`src/rtl/abi_pkg.sv`:
```
package abi_pkg;
  localparam int unsigned ID_INFO_LEN  = 22;
  localparam int unsigned ID_TOTAL_LEN = 24;
  localparam logic [7:0]  SYNC_CHAR    = 8'h08;
  localparam logic [7:0]  TERM_LF      = 8'h0A;
  localparam logic [7:0]  TERM_CR      = 8'h0D;
  localparam int unsigned LOW_BITS     = 4;
  localparam int unsigned LAST_SLOT    = 5;

  typedef enum logic [2:0] {
    SY_ARM,
    SY_WAIT_FALL,
    SY_MEASURE,
    SY_CHECK,
    SY_LOCKED
  } sync_state_t;
endpackage

```
`src/rtl/abi_sync_det.sv`:
```
module abi_sync_det import abi_pkg::*; #(
  parameter int unsigned MIN_DIV    = 434,
  parameter int unsigned MAX_DIV    = 83333,
  parameter int unsigned GLITCH_MIN = 64,
  parameter int unsigned DIV_W      = 17
) (
  input  logic             clk,
  input  logic             rst_n,
  input  logic             rx_s,
  output logic             locked_o,
  output logic [DIV_W-1:0] div_o
);
  localparam int unsigned LOW_LIMIT = LOW_BITS * MAX_DIV + 3;
  localparam int unsigned CNT_W     = $clog2(LOW_LIMIT + 1);

  sync_state_t      state_q, state_d;
  logic [CNT_W-1:0] cnt_q, cnt_d;
  logic [DIV_W-1:0] div_q, div_d;
  logic [DIV_W-1:0] tmr_q, tmr_d;
  logic [2:0]       slot_q, slot_d;

  logic [CNT_W:0]   rnd;
  logic [CNT_W-1:0] cand;
  logic             cand_ok;
  logic [3:0]       bit_pos;
  logic             exp_bit;

  // rounded quarter of the low run
  assign rnd     = {1'b0, cnt_q} + (CNT_W+1)'(2);
  assign cand    = {1'b0, rnd[CNT_W:2]};
  assign cand_ok = (cand >= CNT_W'(MIN_DIV)) && (cand <= CNT_W'(MAX_DIV));

  // slots 0..4 are data bits 3..7 of the sync char, slot 5 is the stop bit
  assign bit_pos = {1'b0, slot_q} + 4'd3;
  assign exp_bit = (slot_q == 3'(LAST_SLOT)) ? 1'b1 : SYNC_CHAR[bit_pos[2:0]];

  always_comb begin
    state_d = state_q;
    cnt_d   = cnt_q;
    div_d   = div_q;
    tmr_d   = tmr_q;
    slot_d  = slot_q;
    unique case (state_q)
      SY_ARM: begin
        if (rx_s) state_d = SY_WAIT_FALL;
      end
      SY_WAIT_FALL: begin
        if (!rx_s) begin
          state_d = SY_MEASURE;
          cnt_d   = CNT_W'(1);
        end
      end
      SY_MEASURE: begin
        if (!rx_s) begin
          if (cnt_q == CNT_W'(LOW_LIMIT)) state_d = SY_ARM;
          else                            cnt_d   = cnt_q + CNT_W'(1);
        end else if (cnt_q < CNT_W'(GLITCH_MIN)) begin
          state_d = SY_WAIT_FALL;
        end else if (cand_ok) begin
          state_d = SY_CHECK;
          div_d   = DIV_W'(cand);
          tmr_d   = DIV_W'(cand >> 1);
          slot_d  = 3'd0;
        end else begin
          state_d = SY_ARM;
        end
      end
      SY_CHECK: begin
        if (tmr_q == '0) begin
          if (rx_s != exp_bit)                 state_d = SY_ARM;
          else if (slot_q == 3'(LAST_SLOT))    state_d = SY_LOCKED;
          else begin
            slot_d = slot_q + 3'd1;
            tmr_d  = div_q - DIV_W'(1);
          end
        end else begin
          tmr_d = tmr_q - DIV_W'(1);
        end
      end
      SY_LOCKED: state_d = SY_LOCKED;
      default:   state_d = SY_ARM;
    endcase
  end

  always_ff @(posedge clk or negedge rst_n) begin
    if (!rst_n) begin
      state_q <= SY_ARM;
      cnt_q   <= '0;
      div_q   <= '0;
      tmr_q   <= '0;
      slot_q  <= '0;
    end else begin
      state_q <= state_d;
      cnt_q   <= cnt_d;
      div_q   <= div_d;
      tmr_q   <= tmr_d;
      slot_q  <= slot_d;
    end
  end

  logic lock_st;
  assign lock_st  = (state_q == SY_LOCKED);
  assign locked_o = lock_st;
  assign div_o    = lock_st ? div_q : '0;


  hold_lock_chk: assert property (@(posedge clk) disable iff (!rst_n)
    lock_st |=> (lock_st && $stable(div_q)));


  lock_range_chk: assert property (@(posedge clk) disable iff (!rst_n)
    $rose(lock_st) |-> ((div_q >= DIV_W'(MIN_DIV)) && (div_q <= DIV_W'(MAX_DIV))));


  stop_seen_chk: assert property (@(posedge clk) disable iff (!rst_n)
    $rose(lock_st) |-> ($past(state_q) == SY_CHECK && $past(rx_s)));
endmodule

```
`src/rtl/abi_tx8n1.sv`:
```
module abi_tx8n1 #(
  parameter int unsigned DIV_W = 17
) (
  input  logic             clk,
  input  logic             rst_n,
  input  logic [DIV_W-1:0] div_i,
  input  logic             start_i,
  input  logic [7:0]       data_i,
  output logic             busy_o,
  output logic             txd_o
);
  localparam int unsigned FRAME_BITS = 10;

  logic             busy_q, busy_d;
  logic [9:0]       fr_q, fr_d;
  logic [DIV_W-1:0] tmr_q, tmr_d;
  logic [3:0]       nb_q, nb_d;
  logic             bit_end;

  assign bit_end = (tmr_q == div_i - DIV_W'(1));

  always_comb begin
    busy_d = busy_q;
    fr_d   = fr_q;
    tmr_d  = tmr_q;
    nb_d   = nb_q;
    if (!busy_q) begin
      if (start_i) begin
        busy_d = 1'b1;
        fr_d   = {1'b1, data_i, 1'b0};
        tmr_d  = '0;
        nb_d   = '0;
      end
    end else if (bit_end) begin
      tmr_d = '0;
      if (nb_q == 4'(FRAME_BITS - 1)) begin
        busy_d = 1'b0;
      end else begin
        nb_d = nb_q + 4'd1;
        fr_d = {1'b1, fr_q[9:1]};
      end
    end else begin
      tmr_d = tmr_q + DIV_W'(1);
    end
  end

  always_ff @(posedge clk or negedge rst_n) begin
    if (!rst_n) begin
      busy_q <= 1'b0;
      fr_q   <= '1;
      tmr_q  <= '0;
      nb_q   <= '0;
    end else begin
      busy_q <= busy_d;
      fr_q   <= fr_d;
      tmr_q  <= tmr_d;
      nb_q   <= nb_d;
    end
  end

  assign busy_o = busy_q;
  assign txd_o  = fr_q[0];


  no_overrun_chk: assert property (@(posedge clk) disable iff (!rst_n)
    start_i |-> !busy_q);


  idle_high_chk: assert property (@(posedge clk) disable iff (!rst_n)
    !busy_q |-> txd_o);
endmodule

```
`src/rtl/abi_id_seq.sv`:
```
module abi_id_seq import abi_pkg::*; #(
  parameter logic [8*ID_INFO_LEN-1:0] ID_TEXT = '0
) (
  input  logic       clk,
  input  logic       rst_n,
  input  logic       go_i,
  input  logic       busy_i,
  output logic       start_o,
  output logic [7:0] data_o
);
  logic [4:0] idx_q, idx_d;
  logic       start_q, start_d;
  logic [7:0] data_q, data_d;
  logic [7:0] byte_sel;
  logic       fire;

  always_comb begin
    if (idx_q < 5'(ID_INFO_LEN))
      byte_sel = ID_TEXT[8*(ID_INFO_LEN-1-int'(idx_q)) +: 8];
    else if (idx_q == 5'(ID_INFO_LEN))
      byte_sel = TERM_LF;
    else
      byte_sel = TERM_CR;
  end

  assign fire = go_i && (idx_q < 5'(ID_TOTAL_LEN)) && !busy_i && !start_q;

  always_comb begin
    idx_d   = idx_q;
    data_d  = data_q;
    start_d = fire;
    if (fire) begin
      idx_d  = idx_q + 5'd1;
      data_d = byte_sel;
    end
  end

  always_ff @(posedge clk or negedge rst_n) begin
    if (!rst_n) begin
      idx_q   <= '0;
      start_q <= 1'b0;
      data_q  <= '0;
    end else begin
      idx_q   <= idx_d;
      start_q <= start_d;
      data_q  <= data_d;
    end
  end

  assign start_o = start_q;
  assign data_o  = data_q;


  start_after_lock_chk: assert property (@(posedge clk) disable iff (!rst_n)
    start_q |-> go_i);


  packet_once_chk: assert property (@(posedge clk) disable iff (!rst_n)
    (idx_q == 5'(ID_TOTAL_LEN)) |=> ((idx_q == 5'(ID_TOTAL_LEN)) && !start_q));
endmodule

```
`src/rtl/autobaud_ident.sv`:
```
module autobaud_ident import abi_pkg::*; #(
  parameter int unsigned MIN_DIV    = 434,
  parameter int unsigned MAX_DIV    = 83333,
  parameter int unsigned GLITCH_MIN = 64,
  parameter logic [8*ID_INFO_LEN-1:0] ID_TEXT = "SERIALBOOT-COREB2R    ",
  localparam int unsigned DIV_W = $clog2(MAX_DIV + 1)
) (
  input  logic             clk,
  input  logic             rst_n,
  input  logic             rx_i,
  output logic             txd_o,
  output logic             locked_o,
  output logic [DIV_W-1:0] divisor_o
);
  logic [1:0]       rst_q;
  logic             rst_sync_n;
  logic [1:0]       rx_q;
  logic             locked;
  logic [DIV_W-1:0] div;
  logic             tx_busy;
  logic             tx_start;
  logic [7:0]       tx_data;

  always_ff @(posedge clk or negedge rst_n) begin
    if (!rst_n) rst_q <= '0;
    else        rst_q <= {rst_q[0], 1'b1};
  end
  assign rst_sync_n = rst_q[1];

  always_ff @(posedge clk or negedge rst_sync_n) begin
    if (!rst_sync_n) rx_q <= '1;
    else             rx_q <= {rx_q[0], rx_i};
  end

  abi_sync_det #(
    .MIN_DIV(MIN_DIV), .MAX_DIV(MAX_DIV),
    .GLITCH_MIN(GLITCH_MIN), .DIV_W(DIV_W)
  ) u_sync (
    .clk(clk), .rst_n(rst_sync_n), .rx_s(rx_q[1]),
    .locked_o(locked), .div_o(div)
  );

  abi_id_seq #(.ID_TEXT(ID_TEXT)) u_seq (
    .clk(clk), .rst_n(rst_sync_n), .go_i(locked), .busy_i(tx_busy),
    .start_o(tx_start), .data_o(tx_data)
  );

  abi_tx8n1 #(.DIV_W(DIV_W)) u_tx (
    .clk(clk), .rst_n(rst_sync_n), .div_i(div), .start_i(tx_start),
    .data_i(tx_data), .busy_o(tx_busy), .txd_o(txd_o)
  );

  assign locked_o  = locked;
  assign divisor_o = div;
endmodule

```
`config.mk`:
```
export PLATFORM = sky130hd
export DESIGN_NAME = autobaud_ident
export DESIGN_NICKNAME = d
export VERILOG_FILES = /design/src/rtl/abi_pkg.sv /design/src/rtl/abi_sync_det.sv /design/src/rtl/abi_tx8n1.sv /design/src/rtl/abi_id_seq.sv /design/src/rtl/autobaud_ident.sv
export SDC_FILE = /design/constraint.sdc
export NUM_CORES = 1
export LEC_CHECK = 0
export BUFFER_PORTS_ARGS = -buffer_cell sky130_fd_sc_hd__buf_2
export CAP_MARGIN = 20
export CORE_ASPECT_RATIO = 1.25
export CORE_UTILIZATION = 45
export DETAILED_ROUTE_END_ITERATION = 12
export PLACE_DENSITY = 0.62
export SKIP_LAST_GASP = 1
export SLEW_MARGIN = 25
export SYNTH_ARGS = -nofsm -noshare
export SYNTH_HDL_FRONTEND = slang
export SYNTH_SLANG_ARGS = --single-unit
```
`constraint.sdc`:
```
create_clock -name clk -period 4 [get_ports clk]
set_input_delay 0.2 -clock clk [delete_from_list [all_inputs] [get_ports clk]]
set_output_delay 0.2 -clock clk [all_outputs]
set_load 0.02 [all_outputs]
```
Word level (Yosys, flattened, before mapping) --
Memories as Yosys holds them, arrays and structs flattened. Index checks and enable logic that the tools add are counted. W data, S select, Z words.
Cells by class: $lt $le $gt $ge 6, shifts and indexed selects 1, reductions and logical operators 17, div/mod/pow operators 0, $add $sub $neg 11, bitwise gates (word level) 1, $mul 0, equality and inequality tests 26, muxes and demuxes 48
Operators by type and width (number):
- $shiftx A176 B33 Y8 const A | 1
- $mux W17 | 10
- $mux W19 | 3
- $sub A17 B1 Y17 const B | 3
- $mux W3 | 15
- $mux W10 | 4
- $pmux W19 S2 | 1
- $pmux W17 S2 | 1
- $add A19 B2 Y20 const B | 1
- $ne A2 B2 Y1 const B | 10
- $add A19 B1 Y19 const B | 1
- $eq A19 B19 Y1 const B | 1
- $lt A19 B7 Y1 const B | 1
- $ge A18 B9 Y1 const B | 1
- $le A18 B17 Y1 const B | 1
- $add A17 B1 Y17 const B | 1
- $eq A17 B17 Y1 | 1
- $logic_not A17 Y1 | 1
- $mux W4 | 4
- $pmux W3 S5 | 1
- $lt A5 B5 Y1 const B | 2
- $mux W8 | 1
- $reduce_and A4 Y1 | 2
- $reduce_and A7 Y1 | 1
- 27 further kinds | 42
Word-level totals: RAM bits 0, latch bits 0, word-level logic and storage cells 125, bits in read-only memories 8, memories 1, flip-flop bits (word level) 109
Memories:
- (name not given) | words 8, width 1, rd ports 1, clocked after memory_dff 0, write ports 0, line abi_sync_det.sv:35 | assign exp_bit = (slot_q == 3'(LAST_SLOT)) ? 1'b1 : SYNC_CHAR[bit_pos[2:0]];

Longest topological paths before layout --
depth after elaboration 8, mapped depth 21

Cells and area by module --
From an unflattened synthesis, not the netlist that was laid out.
Unflattened totals: cells, all modules 968, area, all modules 8070.2 sq um
By module, submodules not included:
- abi_sync_det | times used 1, cells an instance 536, area each 4416.7 sq um
- abi_tx8n1 | times used 1, cells an instance 269, area each 2338.5 sq um
- abi_id_seq | times used 1, cells an instance 158, area each 1208.7 sq um
- autobaud_ident | times used 1, cells an instance 5, area each 106.4 sq um

Worst setup path before layout --
No wires, ideal clock.
path kind register to register, start point register u_sync.state_q[1], end point register u_tx.tmr_q[12], path slack -0.108 ns, library setup time 0.064 ns, period minus slack after synthesis 4.108 ns, cell stages (with the launch flop) 20, buffers on the path 7, required time 3.936 ns, data arrival time 4.044 ns, path through dfrtp_1 > buf_2 > or3b_1 > buf_6 > inv_2 > buf_6 > buf_6 > clkbuf_1 > nand2_1 > ha_1 > clkbuf_1 > o21ai_4 > xnor2_1 > mux2i_1 > a311oi_1 > a2111oi_1 > a31o_1 > buf_6 > or4_1 > a21bo_1
Between the ends: longest elaborated chain between the ends 6
RTL lines:
- start: declaration | line abi_sync_det.sv:16 | sync_state_t state_q, state_d;
- start signal: assignment | line abi_sync_det.sv:93 | state_q <= state_d;
- $eq A3 B3 Y1 | line abi_sync_det.sv:102 | assign lock_st = (state_q == SY_LOCKED);
- net locked_o | line autobaud_ident.sv:12 | output logic locked_o,
- $mux W17 | line abi_sync_det.sv:104 | assign div_o = lock_st ? div_q : '0;
- $sub A17 B1 Y17 | line abi_tx8n1.sv:20 | assign bit_end = (tmr_q == div_i - DIV_W'(1));
- $eq A17 B17 Y1 | line abi_tx8n1.sv:20
- $mux W17 | line abi_tx8n1.sv:34 | end else if (bit_end) begin
- $mux W17 | line abi_tx8n1.sv:27 | if (!busy_q) begin
- end signal: assignment | line abi_tx8n1.sv:56 | tmr_q <= tmr_d;
- end: declaration | line abi_tx8n1.sv:16 | logic [DIV_W-1:0] tmr_q, tmr_d;
The timed path passes the listed nets, and every way through them passes these cells. A chain may end at the register's enable or synchronous reset.

Final worst setup path --
start point register u_sync.cnt_q[1], end point register u_sync.tmr_q[5]
Between the ends: longest elaborated chain between the ends 5, elaborated cells on any way between the ends 12
RTL lines:
- start: declaration | line abi_sync_det.sv:17 | logic [CNT_W-1:0] cnt_q, cnt_d;
- start signal: assignment | line abi_sync_det.sv:94 | cnt_q <= cnt_d;
- $add A19 B2 Y20 | line abi_sync_det.sv:29 | assign rnd = {1'b0, cnt_q} + (CNT_W+1)'(2);
- $ge A18 B9 Y1 (tied with other cells) | line abi_sync_det.sv:31 | assign cand_ok = (cand >= CNT_W'(MIN_DIV)) && (cand <= CNT_W'(MAX_DIV));
- $logic_and A1 B1 Y1 / $mux W17 (equally long branches) | line abi_sync_det.sv:31, abi_sync_det.sv:57
- $ne A2 B1 Y1 (no line) / $mux W17 (equally long branches)
- $reduce_and A6 Y1 (no line) / $pmux W17 S2 (equally long branches)
- end signal: assignment | line abi_sync_det.sv:96 | tmr_q <= tmr_d;
- end: declaration | line abi_sync_det.sv:19 | logic [DIV_W-1:0] tmr_q, tmr_d;
Parallel ways exist; a longest one is shown, timed or not. The select of a mux whose other input is x is not followed.

==> key figures <==
Outcome
  – Status: completed

Drt
  – Vias per inst: 6.023
  – Iter 0 DRT Violations: 416
  – Residual DRC: 0
  – Routed Antenna Nets: 0
  – Drt total wl: 20.64 mm
  – Via count: 7071
  – Wire length per cell: about 18 um
  – 1st-pass router iterations: 5

Clocking
  – Hold Buf Count CTS: 2
  – Post-CTS Setup Bufs: 0
  – CTS clk-pin slew, worst paths: 0.07 ns
  – Resize count post-CTS: 0
  – Clock sinks: 107
  – # H-tree levels: 3
  – Clk_lat worst skew: 0.36 ns
  – Longest Clk Path Bufs: 2
  – Root Buffer: clkbuf_16
  – CTS tree: yes
  – CTS Buf Count: 9

Floorplanning
  – Die W: 121.6 um
  – Die area: around 18000 um^2
  – Standard-cell rows: 54
  – Num ports: 22
  – Die H: 151.4 um
  – Starting Density: 45.95%
  – Placeable Area: 17500 um^2

Critical path
  – Setup CP Type: flip-flop to flip-flop
  – Reg-to-reg startpoint: u_sync.cnt_q[1]
  – Crit Path Max Fanout: 10
  – CP bufs+invs: 0
  – Critical path's top delay family: simple AND/OR/NAND/NOR gates
  – Cell Chain, Critical Path: ha_1 -> nand4_2 -> or3_1 -> a22oi_2 -> o211ai_1 -> nor4bb_1 -> a211o_1 -> nor2_4 -> and2_1 -> mux2_2
  – Depth of the worst register-to-register path: 10
  – Required time of the critical path: 4.24 ns
  – Critical Path Start: u_sync.cnt_q[1]
  – CP peak stage delay: 0.50 ns
  – Setup crit start kind: flip-flop
  – CP Capture Type: flip-flop
  – Flop-to-flop setup slack: 0.24 ns
  – Reg-to-Reg End: u_sync.tmr_q[5]
  – Crit path DAT: 4.00 ns
  – Worst path slowest cell: dfrtp_1

Power
  – PD cells: 475.6 nW/um^2
  – Leak: 0.003766 uW
  – VDD IR-drop max: 0.0002399 V

STA
  – Setup WS post-layout: 0.2385 ns
  – Setup Viol. Count Final: 0
  – TNS Setup: 0 ns
  – RSZ-0062 raised after global routing: no
  – Fin Clk Skew: 0.01370 ns
  – Final hold vios: 0
  – Fin. max-slew vios: 0
  – Peak Freq: 265.9 MHz
  – Worst-margin pin slew: roughly 0.93 ns
  – Fin crit share: 94.04%
  – Fin Hold WS: 0.1595 ns
  – Max_slew headroom: a little under two fifths
  – Period minus WS final: between 3 and 4 ns

Synthesis
  – Async set or reset register ratio after synthesis: 100.0%
  – Distinct cells, synth: 98
  – Synth top area share: ~30%
  – Synthesized area: 8040 um^2
  – Mapped Cells: 948
  – Sequential element share of the synthesized area: 33.47%
  – Syn_area_per_cell: 8.481 um^2
  – Net Count, Synth: between 900 and 1k
  – Post-synth top flop: dfrtp_1
  – Largest cells by area after synthesis: dfrtp_1 (30%), nand2_1 (4.6%), xnor2_1 (3.9%)
  – Cell taking the most area after synthesis: dfrtp_1
  – Synthesized flop and latch total: between 100 and 150
  – Post-synth EDFFs: 0
  – Yosys warnings: 0

Global route
  – Grt ovf: 0
  – Total track usage: 23.72%
  – Largest net degree at the start of global routing: 50
  – Initial antenna violation count: 0
  – Vias in the first global route: 6805
  – First-pass GRT wire length: approximately 35 mm

Finish
  – Layout cell share with drive strength beyond 1: between 10% and 20%
  – # nets final: slightly below 1k
  – Number of diodes: 0
  – Commonest non-fill, non-tap cell in the layout: nand2_1
  – Register area: about 2700 um^2
  – Area growth syn-to-layout: 7.438%
  – Multi-input gate area: 4907 um^2
  – Fillers: 1655
  – Most frequent cells in the layout: nand2_1 (99), dfrtp_1 (95), nor2_1 (77)

Placed design
  – Final GP Congestion: 0.8649
  – DP HPWL: 15.30 mm
  – Pre-CTS WS: 0.2970 ns
  – # port buffers: 21

Hold path
  – Worst hold path class: input pin to asynchronous set/reset pin

Job
  – Maxcap violations: 0
## sequential cells by signal (all words and copies together) (netlist names)
signal	flops
u_tx.fr_q	9
rst_q	2
u_seq.start_o	1
u_sync.slot_q	3
u_sync.div_q	17
u_sync.cnt_q	19
u_tx.busy_o	1
u_seq.idx_q	5
u_seq.data_o	7
rx_q	2
u_tx.nb_q	4
u_sync.state_q	3
u_sync.tmr_q	17
u_tx.tmr_q	17
## report_power, final
group	internal (uW)	total [uW]	switching [uW]	leakage [uW]
logic	727	1650	928	0.00222
clock network	467	907	440	0.000146
registers	1290	1550	259	0.00140
## logic make-up (layout without fill, tap and decap cells)
| logic type | after synthesis | in the layout | share of synthesized area, % |
|---|---|---|---|
| compound gates | 236 | 236 | 20.14 |
| buf+inv | 95 | 97 | 5.571 |
| fa+ha+maj | 14 | 14 | 2.179 |
| flops | 107 | 107 | 33.47 |
| xor+xnor | 62 | 62 | 7.096 |
| simple gates | 397 | 397 | 26.72 |
| mux | 36 | 36 | 4.777 |
| other cells | 1 | 1 | 0.04664 |
## per-layer routing
metal	vias up	track usage, %	share of wire (%)
met1	3434	30.16	45
met4	0	8.457	2.6
met2	148	40.80	49
met3	30	3.276	3.2
met5	-	0	0
li1	3459	-	-
## stage by stage
stage | util [%] | power, uW | cell area (um^2) | instances
after global routing | 49.36 | 4416 | 8638 | 1174
after global placement | 47.55 | 3191 | 8322 | 1156
after floorplan | - | 2797 | 8041 | 948
final | 49.36 | 4109 | 8638 | 1174
after detailed placement | 47.55 | 3206 | 8322 | 1156
after CTS | 49.36 | 4127 | 8638 | 1174
## Yosys cell counts (all sizes together), types with 7 or more instances
cell,count
ha,14
mux2,19
o22ai,9
dfstp,11
mux2i,17
o211ai,12
nor3b,7
nor2,79
or3,17
inv,26
a31oi,15
or2,13
buf,31
nand3,40
or4,11
o311ai,9
o31ai,8
and2,15
nand2,100
a211oi,8
clkbuf,37
nor3,26
a21oi,50
o21ai,56
dfrtp,96
xor2,24
a21o,11
nor4,23
a211o,8
and3,7
nand2b,14
xnor2,36
nand4,24
## worst max path at each step
| stage | endpoint | slack [ns] | cells after the start |
|---|---|---|---|
| 2_1_floorplan | u_tx.tmr_q[12] | 0.03 | 18 |
| 3_3_place_gp | u_sync.tmr_q[0] | 0.30 | 10 |
| 3_5_place_dp | u_sync.tmr_q[10] | 0.30 | 11 |
| 4_1_cts | u_sync.tmr_q[13] | 0.26 | 10 |
| 5_1_grt | u_sync.tmr_q[10] | 0.07 | 11 |
| 6_report | u_sync.tmr_q[5] | 0.24 | 10 |
## layout make-up
cell class / instances / area share, %
Multi-Input combinational cell: 746 / 56.81
Inverter: 27 / 1.173
Clock inverter: 6 / 0.5359
Clock buffer: 10 / 2.897
Timing Repair Buffer: 54 / 4.143
Sequential cell: 107 / 31.20
Tap cell: 224 / 3.245
## worst register-to-register path, stage by stage, from the launching register on
cell      delay, ns
dfrtp_1        0.50
ha_1           0.39
nand4_2        0.33
or3_1          0.46
a22oi_2        0.22
o211ai_1       0.16
nor4bb_1       0.17
a211o_1        0.34
nor2_4         0.17
and2_1         0.50
mux2_2         0.41
Note: power is estimated with default switching activity, not from simulation.
